$ cat src/rtl/fp64_rp_pkg.sv
package fp64_rp_pkg;

  typedef enum logic [1:0] {
    RM_NEAR = 2'd0,
    RM_ZERO = 2'd1,
    RM_UP   = 2'd2,
    RM_DOWN = 2'd3
  } rmode_e;

  typedef struct packed {
    logic ix;
    logic uf;
    logic ov;
  } fflags_t;

endpackage

$ cat src/rtl/rp_grs_inc.sv
module rp_grs_inc
  import fp64_rp_pkg::*;
#(
  parameter int SIG_W = 56
) (
  input  logic             sign,
  input  rmode_e           mode,
  input  logic [SIG_W-1:0] sig,
  output logic [SIG_W:0]   rnd
);

  // increment chosen from the three extra bits, kept LSB, mode and sign
  function automatic logic [3:0] grs_step(input logic s, input rmode_e m,
                                          input logic [3:0] low);
    logic [3:0] step;
    step = 4'd0;
    if (low[2:0] != 3'd0) begin
      case (m)
        RM_NEAR: step = 4'd3 + {3'd0, low[3]};
        RM_ZERO: step = 4'd0;
        RM_UP:   step = s ? 4'd0 : 4'd8;
        RM_DOWN: step = s ? 4'd8 : 4'd0;
        default: step = 4'd0;
      endcase
    end
    return step;
  endfunction

  always_comb begin
    rnd = {1'b0, sig} + (SIG_W+1)'(grs_step(sign, mode, sig[3:0]));
  end

endmodule

$ cat src/rtl/rp_align.sv
module rp_align
  import fp64_rp_pkg::*;
#(
  parameter int FRAC_W = 52,
  parameter int EFLD_W = 11,
  parameter int EIN_W  = 13
) (
  input  logic                    clk,
  input  logic                    rst_n,
  input  logic                    in_valid,
  input  logic                    in_sign,
  input  logic [EIN_W-1:0]        in_exp,
  input  logic [FRAC_W+3:0]       in_sig,
  input  rmode_e                  in_mode,
  input  logic                    in_ftz,
  input  logic                    in_trap,
  output logic                    a_valid,
  output logic                    a_sign,
  output logic signed [EIN_W+1:0] a_exp,
  output logic [FRAC_W+3:0]       a_sig,
  output rmode_e                  a_mode,
  output logic                    a_trap,
  output logic                    a_flush,
  output logic [FRAC_W+EFLD_W:0]  a_flush_res,
  output fflags_t                 a_flags
);

  localparam int SIG_W = FRAC_W + 4;
  localparam int TOT_W = 1 + EFLD_W + FRAC_W;
  localparam int IX_W  = EIN_W + 2;
  localparam int EBIAS = (1 << (EFLD_W - 1)) - 1;
  localparam logic signed [IX_W-1:0] EMIN_X = IX_W'(1 - EBIAS);

  // right shift that folds every lost bit into bit 0
  function automatic logic [SIG_W-1:0] sticky_shr(input logic [SIG_W-1:0] v,
                                                  input logic [IX_W-1:0] sh);
    logic [SIG_W-1:0] lostmask;
    if (sh >= IX_W'(SIG_W)) begin
      return {{(SIG_W-1){1'b0}}, |v};
    end
    lostmask = ~({SIG_W{1'b1}} << sh);
    return (v >> sh) | {{(SIG_W-1){1'b0}}, |(v & lostmask)};
  endfunction

  logic signed [IX_W-1:0] exp_x;
  logic [IX_W-1:0]        shamt;
  logic [SIG_W:0]         pre_rnd;
  logic                   ev_below;
  logic                   ev_flush;
  logic                   ev_edge_carry;
  logic                   flush_mag1;

  rp_grs_inc #(.SIG_W(SIG_W)) u_pre_rnd (
    .sign (in_sign),
    .mode (in_mode),
    .sig  (in_sig),
    .rnd  (pre_rnd)
  );

  always_comb begin
    exp_x         = IX_W'($signed(in_exp));
    shamt         = IX_W'(EMIN_X - exp_x);
    ev_below      = exp_x < EMIN_X;
    ev_flush      = ev_below && in_ftz;
    ev_edge_carry = ev_below && !in_ftz && (exp_x == EMIN_X - IX_W'(1)) && pre_rnd[SIG_W];
    flush_mag1    = (in_mode == RM_UP && !in_sign) || (in_mode == RM_DOWN && in_sign);
  end

  always_ff @(posedge clk or negedge rst_n) begin
    if (!rst_n) begin
      a_valid     <= 1'b0;
      a_sign      <= 1'b0;
      a_exp       <= '0;
      a_sig       <= '0;
      a_mode      <= RM_NEAR;
      a_trap      <= 1'b0;
      a_flush     <= 1'b0;
      a_flush_res <= '0;
      a_flags     <= '0;
    end else begin
      a_valid     <= in_valid;
      a_sign      <= in_sign;
      a_mode      <= in_mode;
      a_trap      <= in_trap;
      a_flush     <= ev_flush;
      a_flush_res <= {in_sign, (TOT_W-2)'(0), flush_mag1};
      a_flags     <= '0;
      a_exp       <= exp_x;
      a_sig       <= in_sig;
      if (ev_flush) begin
        a_flags <= '{ix: 1'b1, uf: 1'b1, ov: 1'b0};
      end else if (ev_edge_carry) begin
        a_flags <= '{ix: 1'b1, uf: 1'b0, ov: 1'b0};
        a_sig   <= SIG_W'((pre_rnd >> 1) & ~(SIG_W+1)'(7));
        a_exp   <= EMIN_X;
      end else if (ev_below) begin
        a_sig   <= sticky_shr(in_sig, shamt);
        a_exp   <= EMIN_X;
      end
    end
  end

  // a value below range without flushing always leaves this stage at the minimum exponent
  AST_BELOW_AT_EMIN: assert property (@(posedge clk) disable iff (!rst_n)
    in_valid && !in_ftz && ($signed(in_exp) < (1 - EBIAS)) |=> a_exp == EMIN_X);

endmodule

$ cat src/rtl/rp_round_pack.sv
module rp_round_pack
  import fp64_rp_pkg::*;
#(
  parameter int FRAC_W = 52,
  parameter int EFLD_W = 11,
  parameter int EIN_W  = 13
) (
  input  logic                    clk,
  input  logic                    rst_n,
  input  logic                    a_valid,
  input  logic                    a_sign,
  input  logic signed [EIN_W+1:0] a_exp,
  input  logic [FRAC_W+3:0]       a_sig,
  input  rmode_e                  a_mode,
  input  logic                    a_trap,
  input  logic                    a_flush,
  input  logic [FRAC_W+EFLD_W:0]  a_flush_res,
  input  fflags_t                 a_flags,
  output logic                    r_valid,
  output logic [FRAC_W+EFLD_W:0]  r_result,
  output fflags_t                 r_flags
);

  localparam int SIG_W = FRAC_W + 4;
  localparam int TOT_W = 1 + EFLD_W + FRAC_W;
  localparam int IX_W  = EIN_W + 2;
  localparam int EBIAS = (1 << (EFLD_W - 1)) - 1;
  localparam logic signed [IX_W-1:0] EMAX_X  = IX_W'(EBIAS);
  localparam logic signed [IX_W-1:0] EBIAS_X = IX_W'(EBIAS);

  logic [SIG_W:0]         rnd;
  logic [SIG_W:0]         post;
  logic [SIG_W:0]         norm;
  logic [FRAC_W:0]        kept;
  logic signed [IX_W-1:0] exp_f;
  logic                   ev_inexact;
  logic                   ev_carry;
  logic                   ev_ovf;
  logic                   ev_sub;
  logic                   to_inf;
  logic [TOT_W-1:0]       res_n;
  fflags_t                flg_n;

  rp_grs_inc #(.SIG_W(SIG_W)) u_fin_rnd (
    .sign (a_sign),
    .mode (a_mode),
    .sig  (a_sig),
    .rnd  (rnd)
  );

  always_comb begin
    ev_inexact = a_sig[2:0] != 3'd0;
    post       = ev_inexact ? rnd : {1'b0, a_sig};
    ev_carry   = post[SIG_W];
    norm       = ev_carry ? (post >> 1) : post;
    exp_f      = a_exp + (ev_carry ? IX_W'(1) : IX_W'(0));
    kept       = (FRAC_W+1)'(norm >> 3);
    ev_ovf     = exp_f > EMAX_X;
    ev_sub     = !kept[FRAC_W];
    to_inf     = (a_mode == RM_NEAR) || (a_mode == RM_UP && !a_sign) ||
                 (a_mode == RM_DOWN && a_sign);

    flg_n      = a_flags;
    flg_n.ix   = a_flags.ix | ev_inexact;
    flg_n.uf   = ev_inexact && !a_sig[SIG_W-1];
    if (a_flush) begin
      res_n = a_flush_res;
      flg_n = a_flags;
    end else if (ev_ovf) begin
      flg_n.ix = 1'b1;
      flg_n.ov = 1'b1;
      res_n = to_inf ? {a_sign, {EFLD_W{1'b1}}, {FRAC_W{1'b0}}}
                     : {a_sign, {(EFLD_W-1){1'b1}}, 1'b0, {FRAC_W{1'b1}}};
    end else if (ev_sub) begin
      flg_n.uf = flg_n.uf | a_trap;
      res_n = {a_sign, {EFLD_W{1'b0}}, kept[FRAC_W-1:0]};
    end else begin
      res_n = {a_sign, EFLD_W'(exp_f + EBIAS_X), kept[FRAC_W-1:0]};
    end
  end

  always_ff @(posedge clk or negedge rst_n) begin
    if (!rst_n) begin
      r_valid  <= 1'b0;
      r_result <= '0;
      r_flags  <= '0;
    end else begin
      r_valid  <= a_valid;
      r_result <= res_n;
      r_flags  <= flg_n;
    end
  end

  AST_OVF_WITH_INEXACT: assert property (@(posedge clk) disable iff (!rst_n)
    r_valid && r_flags.ov |-> r_flags.ix);
  AST_ALLONES_NEEDS_OVF: assert property (@(posedge clk) disable iff (!rst_n)
    r_valid && (r_result[TOT_W-2:FRAC_W] == {EFLD_W{1'b1}}) |-> r_flags.ov);
  AST_TINY_INEXACT_UF: assert property (@(posedge clk) disable iff (!rst_n)
    r_valid && (r_result[TOT_W-2:FRAC_W] == '0) && r_flags.ix |-> r_flags.uf);

endmodule

$ cat src/rtl/fp64_round_pack.sv
module fp64_round_pack
  import fp64_rp_pkg::*;
#(
  parameter int FRAC_W = 52,
  parameter int EFLD_W = 11,
  parameter int EIN_W  = 13
) (
  input  logic                      clk,
  input  logic                      rst_n,
  input  logic                      in_valid,
  input  logic                      in_sign,
  input  logic [EIN_W-1:0]          in_exp,
  input  logic [FRAC_W+3:0]         in_sig,
  input  logic [1:0]                in_rmode,
  input  logic                      in_ftz,
  input  logic                      in_uf_trap,
  output logic                      out_valid,
  output logic [FRAC_W+EFLD_W:0]    out_result,
  output logic                      out_inexact,
  output logic                      out_underflow,
  output logic                      out_overflow
);

  localparam int SIG_W = FRAC_W + 4;
  localparam int TOT_W = 1 + EFLD_W + FRAC_W;
  localparam int IX_W  = EIN_W + 2;
  localparam int EBIAS = (1 << (EFLD_W - 1)) - 1;

  logic                   a_valid;
  logic                   a_sign;
  logic signed [IX_W-1:0] a_exp;
  logic [SIG_W-1:0]       a_sig;
  rmode_e                 a_mode;
  logic                   a_trap;
  logic                   a_flush;
  logic [TOT_W-1:0]       a_flush_res;
  fflags_t                a_flags;
  fflags_t                r_flags;

  rp_align #(.FRAC_W(FRAC_W), .EFLD_W(EFLD_W), .EIN_W(EIN_W)) u_align (
    .clk         (clk),
    .rst_n       (rst_n),
    .in_valid    (in_valid),
    .in_sign     (in_sign),
    .in_exp      (in_exp),
    .in_sig      (in_sig),
    .in_mode     (rmode_e'(in_rmode)),
    .in_ftz      (in_ftz),
    .in_trap     (in_uf_trap),
    .a_valid     (a_valid),
    .a_sign      (a_sign),
    .a_exp       (a_exp),
    .a_sig       (a_sig),
    .a_mode      (a_mode),
    .a_trap      (a_trap),
    .a_flush     (a_flush),
    .a_flush_res (a_flush_res),
    .a_flags     (a_flags)
  );

  rp_round_pack #(.FRAC_W(FRAC_W), .EFLD_W(EFLD_W), .EIN_W(EIN_W)) u_round (
    .clk         (clk),
    .rst_n       (rst_n),
    .a_valid     (a_valid),
    .a_sign      (a_sign),
    .a_exp       (a_exp),
    .a_sig       (a_sig),
    .a_mode      (a_mode),
    .a_trap      (a_trap),
    .a_flush     (a_flush),
    .a_flush_res (a_flush_res),
    .a_flags     (a_flags),
    .r_valid     (out_valid),
    .r_result    (out_result),
    .r_flags     (r_flags)
  );

  assign out_inexact   = r_flags.ix;
  assign out_underflow = r_flags.uf;
  assign out_overflow  = r_flags.ov;

  AST_TWO_CYCLE_LATENCY: assert property (@(posedge clk) disable iff (!rst_n)
    in_valid |-> ##2 out_valid);
  AST_FLUSH_TINY_MAG: assert property (@(posedge clk) disable iff (!rst_n)
    in_valid && in_ftz && ($signed(in_exp) < (1 - EBIAS)) |-> ##2
      (out_result[TOT_W-2:0] <= (TOT_W-1)'(1)) && out_underflow && out_inexact && !out_overflow);

endmodule

$ cat config.mk
export PLATFORM = sky130hd
export DESIGN_NAME = fp64_round_pack
export DESIGN_NICKNAME = d
export VERILOG_FILES = /design/src/rtl/fp64_rp_pkg.sv /design/src/rtl/rp_grs_inc.sv /design/src/rtl/rp_align.sv /design/src/rtl/rp_round_pack.sv /design/src/rtl/fp64_round_pack.sv
export SDC_FILE = /design/constraint.sdc
export NUM_CORES = 1
export LEC_CHECK = 0
export BUFFER_PORTS_ARGS = -buffer_cell sky130_fd_sc_hd__buf_2
export CORE_MARGIN = 2
export CORE_UTILIZATION = 58
export DETAILED_ROUTE_END_ITERATION = 7
export GPL_TIMING_DRIVEN = 1
export MAX_ROUTING_LAYER = met4
export PLACE_DENSITY = 0.8
export REMOVE_ABC_BUFFERS = 1
export SLEW_MARGIN = 20
export SYNTH_ARGS = -nofsm -noshare
export SYNTH_HDL_FRONTEND = slang
export SYNTH_SLANG_ARGS = --single-unit
$ cat constraint.sdc
create_clock -name clk -period 5.8 [get_ports clk]
set_input_delay 0.29 -clock clk [delete_from_list [all_inputs] [get_ports clk]]
set_output_delay 0.29 -clock clk [all_outputs]
set_load 0.03 [all_outputs]
==> run summary, run 1 <==
die height -> 143 um
Critical Path Sink Type -> flop
post-route ant nets -> 0
MaxCap Viol Count -> 0
EDFF count, synth -> 0
worst skew pair latency -> 430 ps
worst vdd ir -> 188 uV
final setup vio count -> 0
worst setup path endpoint -> u_round.r_result[12]
Final Hold Vio Count -> 0
Critical R2R Capture -> u_round.r_result[12]
layout cells sized above 1 -> 0.191
reg2reg path depth -> 21
drt wl/cell -> 25.5 um
RSZ-0062 raised after global routing -> false
crit start category -> flop
Least-Margin Pin Slew -> 1070 ps
Vias per Instance -> 7.05
drt drc -> 0
Tcrit/Tclk final -> 0.947
nets -> 1516
CTS Sinks -> 145
area grow syn2layout -> 13.8%
largest net degree at the start of global routing -> 86
final-layout fill cell count -> 1554
Die W -> 143 um
FF+latch area -> 0.00363 mm^2
Hold Path Cell Cnt -> 1
global-route wire length before repair -> 65000 um
Pleak -> 5.24 nW
sequential fraction of the synthesis area -> 0.324
Crit Reg-Reg Startpoint -> u_align.a_sig[0]
Final Skew -> 17.6 ps
CP Data Required Time -> 6080 ps
flop2flop setup slack -> 300 ps
Placed Area -> 0.0121 mm^2
Hold WS -> 51.0 ps
most common cell in the netlist -> nand2_1
Inserted Clock Buffers -> 17
top-area cell type share of the netlist area -> 0.324
multi-input logic area -> 0.00714 mm^2
initial antenna violation count -> 1
IO Port Bufs -> 144
dominant cells by area after synthesis -> dfrtp_1 (32%), mux4_2 (6.2%), nand2_1 (5.8%)
CTS tree -> done
drt pass-1 iters -> 7
DRT iter0 DRCs -> 1518
core area -> 0.0188 mm^2
upper clock frequency limit -> 182 MHz
Post-synth top cells -> nand2_1 (172), dfrtp_1 (145), a21oi_1 (104), nor2_1 (104), o21ai_0 (98)
Cell variety after synth -> 72
syn_area_per_cell -> 8.33 um^2
maximum clock path buffer count -> 2
ys async rst share -> 1.00
Synth Flop Type -> dfrtp_1
I/O pin cnt -> 145
clk slew on worst S/H paths -> 70 ps
grt ovf -> 0
Slew HR -> 0.284
Crit Path Class -> flop to flop
Syn Inst Count -> 1346
via count -> 12.0k
Max Fanout on Critical Path -> 51
Worst Setup SP -> u_align.a_sig[0]
Synth Cell Area -> 0.0112 mm^2
Clock H-tree levels -> 4
gr usage total -> 0.437
Yosys top cell by area -> dfrtp_1
vias in the first global route -> 11.0k
status -> completed
Core Rows -> 50
crit path DAT -> 5780 ps
full die area -> 0.0205 mm^2
design area -> 0.0128 mm^2
type of the most critical hold path -> input port to flop
HPWL Detailed -> 31000 um
Seq cells post-synth -> 145
synth warn -> 0
GPL Wtd Cong -> 1.08
Starting Density -> 0.596
Final min period -> 5500 ps
fin. max-slew vios -> 0
final WL -> 43400 um
Pwr Density -> 257 mW/mm^2
Root Buffer -> clkbuf_16
==> what timing repair did <==
action	CTS	global route
gates resized for setup	0	2
hold buffers	4	0
setup endpoints to repair	0	33
hold endpoints to repair	63	0
buffers inserted	0	0
==> sequential cells by signal, indices dropped and copies added (netlist names), 2 cells and up <==
register / flops
u_align.a_exp: 13
u_align.a_flags: 2
u_align.a_flush_res: 2
u_align.a_mode: 2
u_align.a_sig: 56
u_round.r_flags: 3
u_round.r_result: 64
==> report_power, final <==
group          total, mW  leakage, nW  switching [mW]  internal, mW
combinational       1.00         3.21           0.683         0.320
sequential          1.16         1.75          0.0547          1.10
clock               1.12        0.287           0.469         0.647
==> metal layers <==
| layer | track usage | wire length (um) | share of wire | vias to the layer above |
|---|---|---|---|---|
| met3 | 0.0892 | 5750 | 0.13 | 243 |
| met4 | 0.211 | 2680 | 0.062 | 0 |
| met2 | 0.647 | 18900 | 0.43 | 1020 |
| li1 | - | - | - | 5132 |
| met1 | 0.573 | 16100 | 0.37 | 5587 |
| met5 | - | 0 | 0 | - |
==> logic make-up after synthesis <==
| group | share of synthesized area |
|---|---|
| and+or+nand+nor | 0.214 |
| AOI/OAI and AO/OA | 0.215 |
| DFF | 0.324 |
| buffers and inverters | 0.0491 |
| muxes | 0.120 |
| xor gates and xnor gates | 0.0617 |
| adders and majority gates | 0.0165 |
==> worst min-delay path by stage <==
stage           startpoint                   end
2_1_floorplan        rst_n      u_align.a_exp[0]
3_3_place_gp         rst_n       u_round.r_valid
3_5_place_dp         rst_n  u_round.r_result[44]
4_1_cts        in_rmode[1]     u_align.a_mode[1]
5_1_grt        in_rmode[1]     u_align.a_mode[1]
6_report       in_rmode[1]     u_align.a_mode[1]
==> layout make-up <==
type | instances | area share
multi-input combinational | 1066 | 0.559
sequential | 145 | 0.284
timing repair buffer | 174 | 0.0776
clock buffer | 17 | 0.0333
tap | 260 | 0.0255
clock inverter | 15 | 0.0136
inverter | 21 | 0.00617
antenna | 2 | 0.000392
==> per-stage QoR <==
| step | utilization | setup TNS (ps) | setup WS, ps | std cells | power (mW) |
|---|---|---|---|---|---|
| after floorplan | - | -73270 | -1320 | 1232 | 1.77 |
| after global placement | 0.643 | 0 | 564 | 1662 | 2.12 |
| after detailed placement | 0.643 | 0 | 401 | 1662 | 2.13 |
| after CTS | 0.677 | 0 | 333 | 1698 | 3.25 |
| after global routing | 0.678 | 0 | 43.4 | 1699 | 3.38 |
| final | 0.678 | 0 | 305 | 1700 | 3.28 |
==> critical path: stages, from the launching register on <==
cell	delay [ps]
dfrtp_1	400
or3_1	480
and3_1	210
ha_1	280
a41o_1	240
a21o_1	220
a21oi_1	240
nor4_2	80
and3_1	220
and3_1	200
ha_1	220
ha_1	340
ha_1	200
nand4b_1	160
or4_1	480
or4_1	430
a21oi_2	190
o21ai_4	110
nand2b_1	200
nand2b_2	100
buf_12	220
a21oi_1	90
==> cell usage in the layout, fill, tap and decap left out, types with 25 or more instances in the layout <==
cell	netlist	final
mux2i_1	47	47
o211ai_1	25	25
nor2_1	104	104
xnor2_1	43	38
dfrtp_1	145	145
buf_2	13	143
a21oi_1	104	103
mux4_2	31	31
xor2_1	36	34
nand2_1	172	172
nand4_1	38	38
nand3_1	41	41
nor3_1	32	32
o21ai_0	98	98
(Power assumes the default switching activity.)
==> run 2, diff against run 1 <==
==> constraint.sdc (replaced) <==
create_clock -name clk -period 5.8 [get_ports clk]
set_input_delay 0.58 -clock clk [delete_from_list [all_inputs] [get_ports clk]]
set_output_delay 0.58 -clock clk [all_outputs]
set_load 0.03 [all_outputs]
==> run 2 against run 1 <==
Core utilization shrank 0.42 points. Via count decreased by 1.5%. Setup slack got worse by 2.0 ps. Highest routed layer unchanged. Largest cell class unchanged. First-iteration DRC count is 3.2% higher. Largest power group unchanged. Worst hold slack better by 170 ps. Sequential power about the same. Cell count about the same. Non-clock buffer count is the same. Design area shrank 0.62%. Fmax about the same. Critical path type unchanged.
==> run summary, run 2 (synthesis gave the netlist of run 1 again) <==
Starting Density -> 0.596 (unchanged)
crit start category -> flop
dpl ws -> 387 ps (-13.1 ps)
gr usage total -> 0.444 (+0.00719)
GPL Wtd Cong -> 1.12 (+3.0%)
number of flip-flops in the largest register -> 64 (unchanged)
total negative slack -> 0 ps (unchanged)
Psw -> 1.21 mW (about the same)
Inserted Clock Buffers -> 17 (unchanged)
Die W -> 143 um (unchanged)
Pleak -> 5.22 nW (-0.48%)
Finished Layout Cells -> 1699 (-0.059%)
via count -> 11.8k (-1.5%)
die height -> 143 um (unchanged)
fin. max-slew vios -> 0 (unchanged)
largest registers -> u_round.r_result x64, u_align.a_sig x56, u_align.a_exp x13
Clock Power Share -> 0.322 (-0.019)
Final Skew -> 14.2 ps (-3.38 ps)
final setup vio count -> 0 (unchanged)
Pwr Density -> 251 mW/mm^2 (-2.1%)
type of the most critical hold path -> input port to async pin
global-route wire length before repair -> 65800 um (+1.1%)
Max Fanout on Critical Path -> 51 (unchanged)
HPWL Detailed -> 31600 um (+1.8%)
Final WS setup -> 303 ps (-1.97 ps)
switching share of power -> 0.379 (+0.0105)
cts hold-fix bufs -> 0 (-4)
Least-Margin Pin Slew -> 959 ps (-113 ps)
upper clock frequency limit -> 182 MHz (about the same)
Tcrit/Tclk final -> 0.948 (about the same)
Vias per Instance -> 6.94 (-1.5%)
nets -> 1516 (unchanged)
Placed Area -> 0.0121 mm^2 (+0.13%)
Pint -> 1.98 mW (-4.3%)
placed insts -> 1666 (+0.24%)
largest net degree at the start of global routing -> 100 (+16%)
grt ovf -> 0 (unchanged)
Most flops, register -> u_round.r_result
commonest non-fill, non-tap cell in the layout -> nand2_1
area grow syn2layout -> 13.1%
crit path DAT -> 5770 ps (about the same)
drt drc -> 0 (unchanged)
clk slew on worst S/H paths -> 70 ps (about the same)
MaxCap Viol Count -> 0 (unchanged)
Finished Core Util -> 0.674 (-0.00419)
full die area -> 0.0205 mm^2 (unchanged)
Critical Path Sink Type -> flop
Slew HR -> 0.361 (+0.0769)
Flop pwr share -> 0.362 (+0.009)
post-route ant nets -> 0 (unchanged)
Final min period -> 5500 ps (+1.97 ps)
Clock H-tree levels -> 4 (unchanged)
combinational share of power -> 0.315 (+0.009)
design area -> 0.0127 mm^2 (-0.62%)
worst skew pair latency -> 430 ps (about the same)
core area -> 0.0188 mm^2 (unchanged)
worst vdd ir -> 172 uV (-8.6%)
maximum clock path buffer count -> 2 (unchanged)
status -> completed
I/O pin cnt -> 145 (unchanged)
Crit Path Class -> flop to flop
Core Rows -> 50 (unchanged)
DRT iter0 DRCs -> 1566 (+3.2%)
IO Port Bufs -> 144 (unchanged)
initial antenna violation count -> 1 (unchanged)
Root Buffer -> clkbuf_16
vias in the first global route -> 11.0k (+0.79%)
commonest cells after routing, fill and taps aside -> nand2_1 (172), dfrtp_1 (145), buf_2 (143)
drt pass-1 iters -> 8 (+1)
RSZ-0062 raised after global routing -> false
drt wl/cell -> 25.6 um (+0.45%)
final WL -> 43500 um (+0.39%)
layout cells sized above 1 -> 0.193 (+0.00278)
CTS tree -> done
CTS Sinks -> 145 (unchanged)
Final Hold Vio Count -> 0 (unchanged)
CP Data Required Time -> 6080 ps (about the same)
## run 2: per-layer routing
layer | vias up | global-route usage | routed length, um
li1 | 5118 | - | -
met5 | - | - | 0
met3 | 233 | 0.0882 | 5290
met1 | 5538 | 0.579 | 16300
met4 | 0 | 0.229 | 2810
met2 | 909 | 0.657 | 19100
## run 2: worst max-delay path, cell delays in order (launching register included)
cell	delay [ps]
dfrtp_1	390
or3_1	480
and3_1	210
ha_1	270
a41o_1	230
a21o_1	230
a21oi_2	210
nor4_2	80
and3_1	230
and3_1	210
ha_1	220
ha_1	330
ha_1	200
nand4b_1	150
or4_1	490
or4_1	410
a21oi_1	230
o21ai_4	120
nand2b_1	210
nand2b_2	110
buf_12	210
a21oi_1	100
## run 2: area by class of cell
type | instances | area, um^2
fillers | 1539 | 6140
inverters | 21 | 78.8
clock inverters | 15 | 125
flip-flops and latches | 145 | 3630
diodes | 1 | 2.50
repair buffers | 174 | 965
multi-input cells | 1066 | 7140
clock buffers | 17 | 425
well taps | 260 | 325
## run 2: power by group through the flow
stage               sequential, mW  combinational, mW  clock, mW
global placement              1.17              0.956          0
global route                  1.16               1.06       1.08
floorplan                     1.28              0.494          0
finish                        1.15               1.00       1.03
detailed placement            1.17              0.967          0
CTS                           1.15              0.971       1.03
## run 2: final timing paths
kind	from	to	slack, ps	cells after the start
max	u_align.a_sig[0]	u_round.r_result[29]	300	21
min	rst_n	u_round.r_result[44]	220	1
max reg2reg	u_align.a_sig[0]	u_round.r_result[29]	300	21
min reg2reg	u_align.a_valid	u_round.r_valid	350	0
max in group asynchronous	rst_n	u_align.a_sig[3]	4490	2
min in group clk	in_valid	u_align.a_valid	250	1
## run 2: what timing repair did
action | 4_1_cts | 5_1_grt
setup endpoints to repair | 0 | 23
buffers inserted | 0 | 0
resized for setup | 0 | 2
## run 2: stage by stage
step	power (mW)	hold WS (ps)
floorplan	1.77	284
global placement	2.13	333
detailed placement	2.14	336
CTS	3.15	248
global route	3.30	242
finish	3.19	221
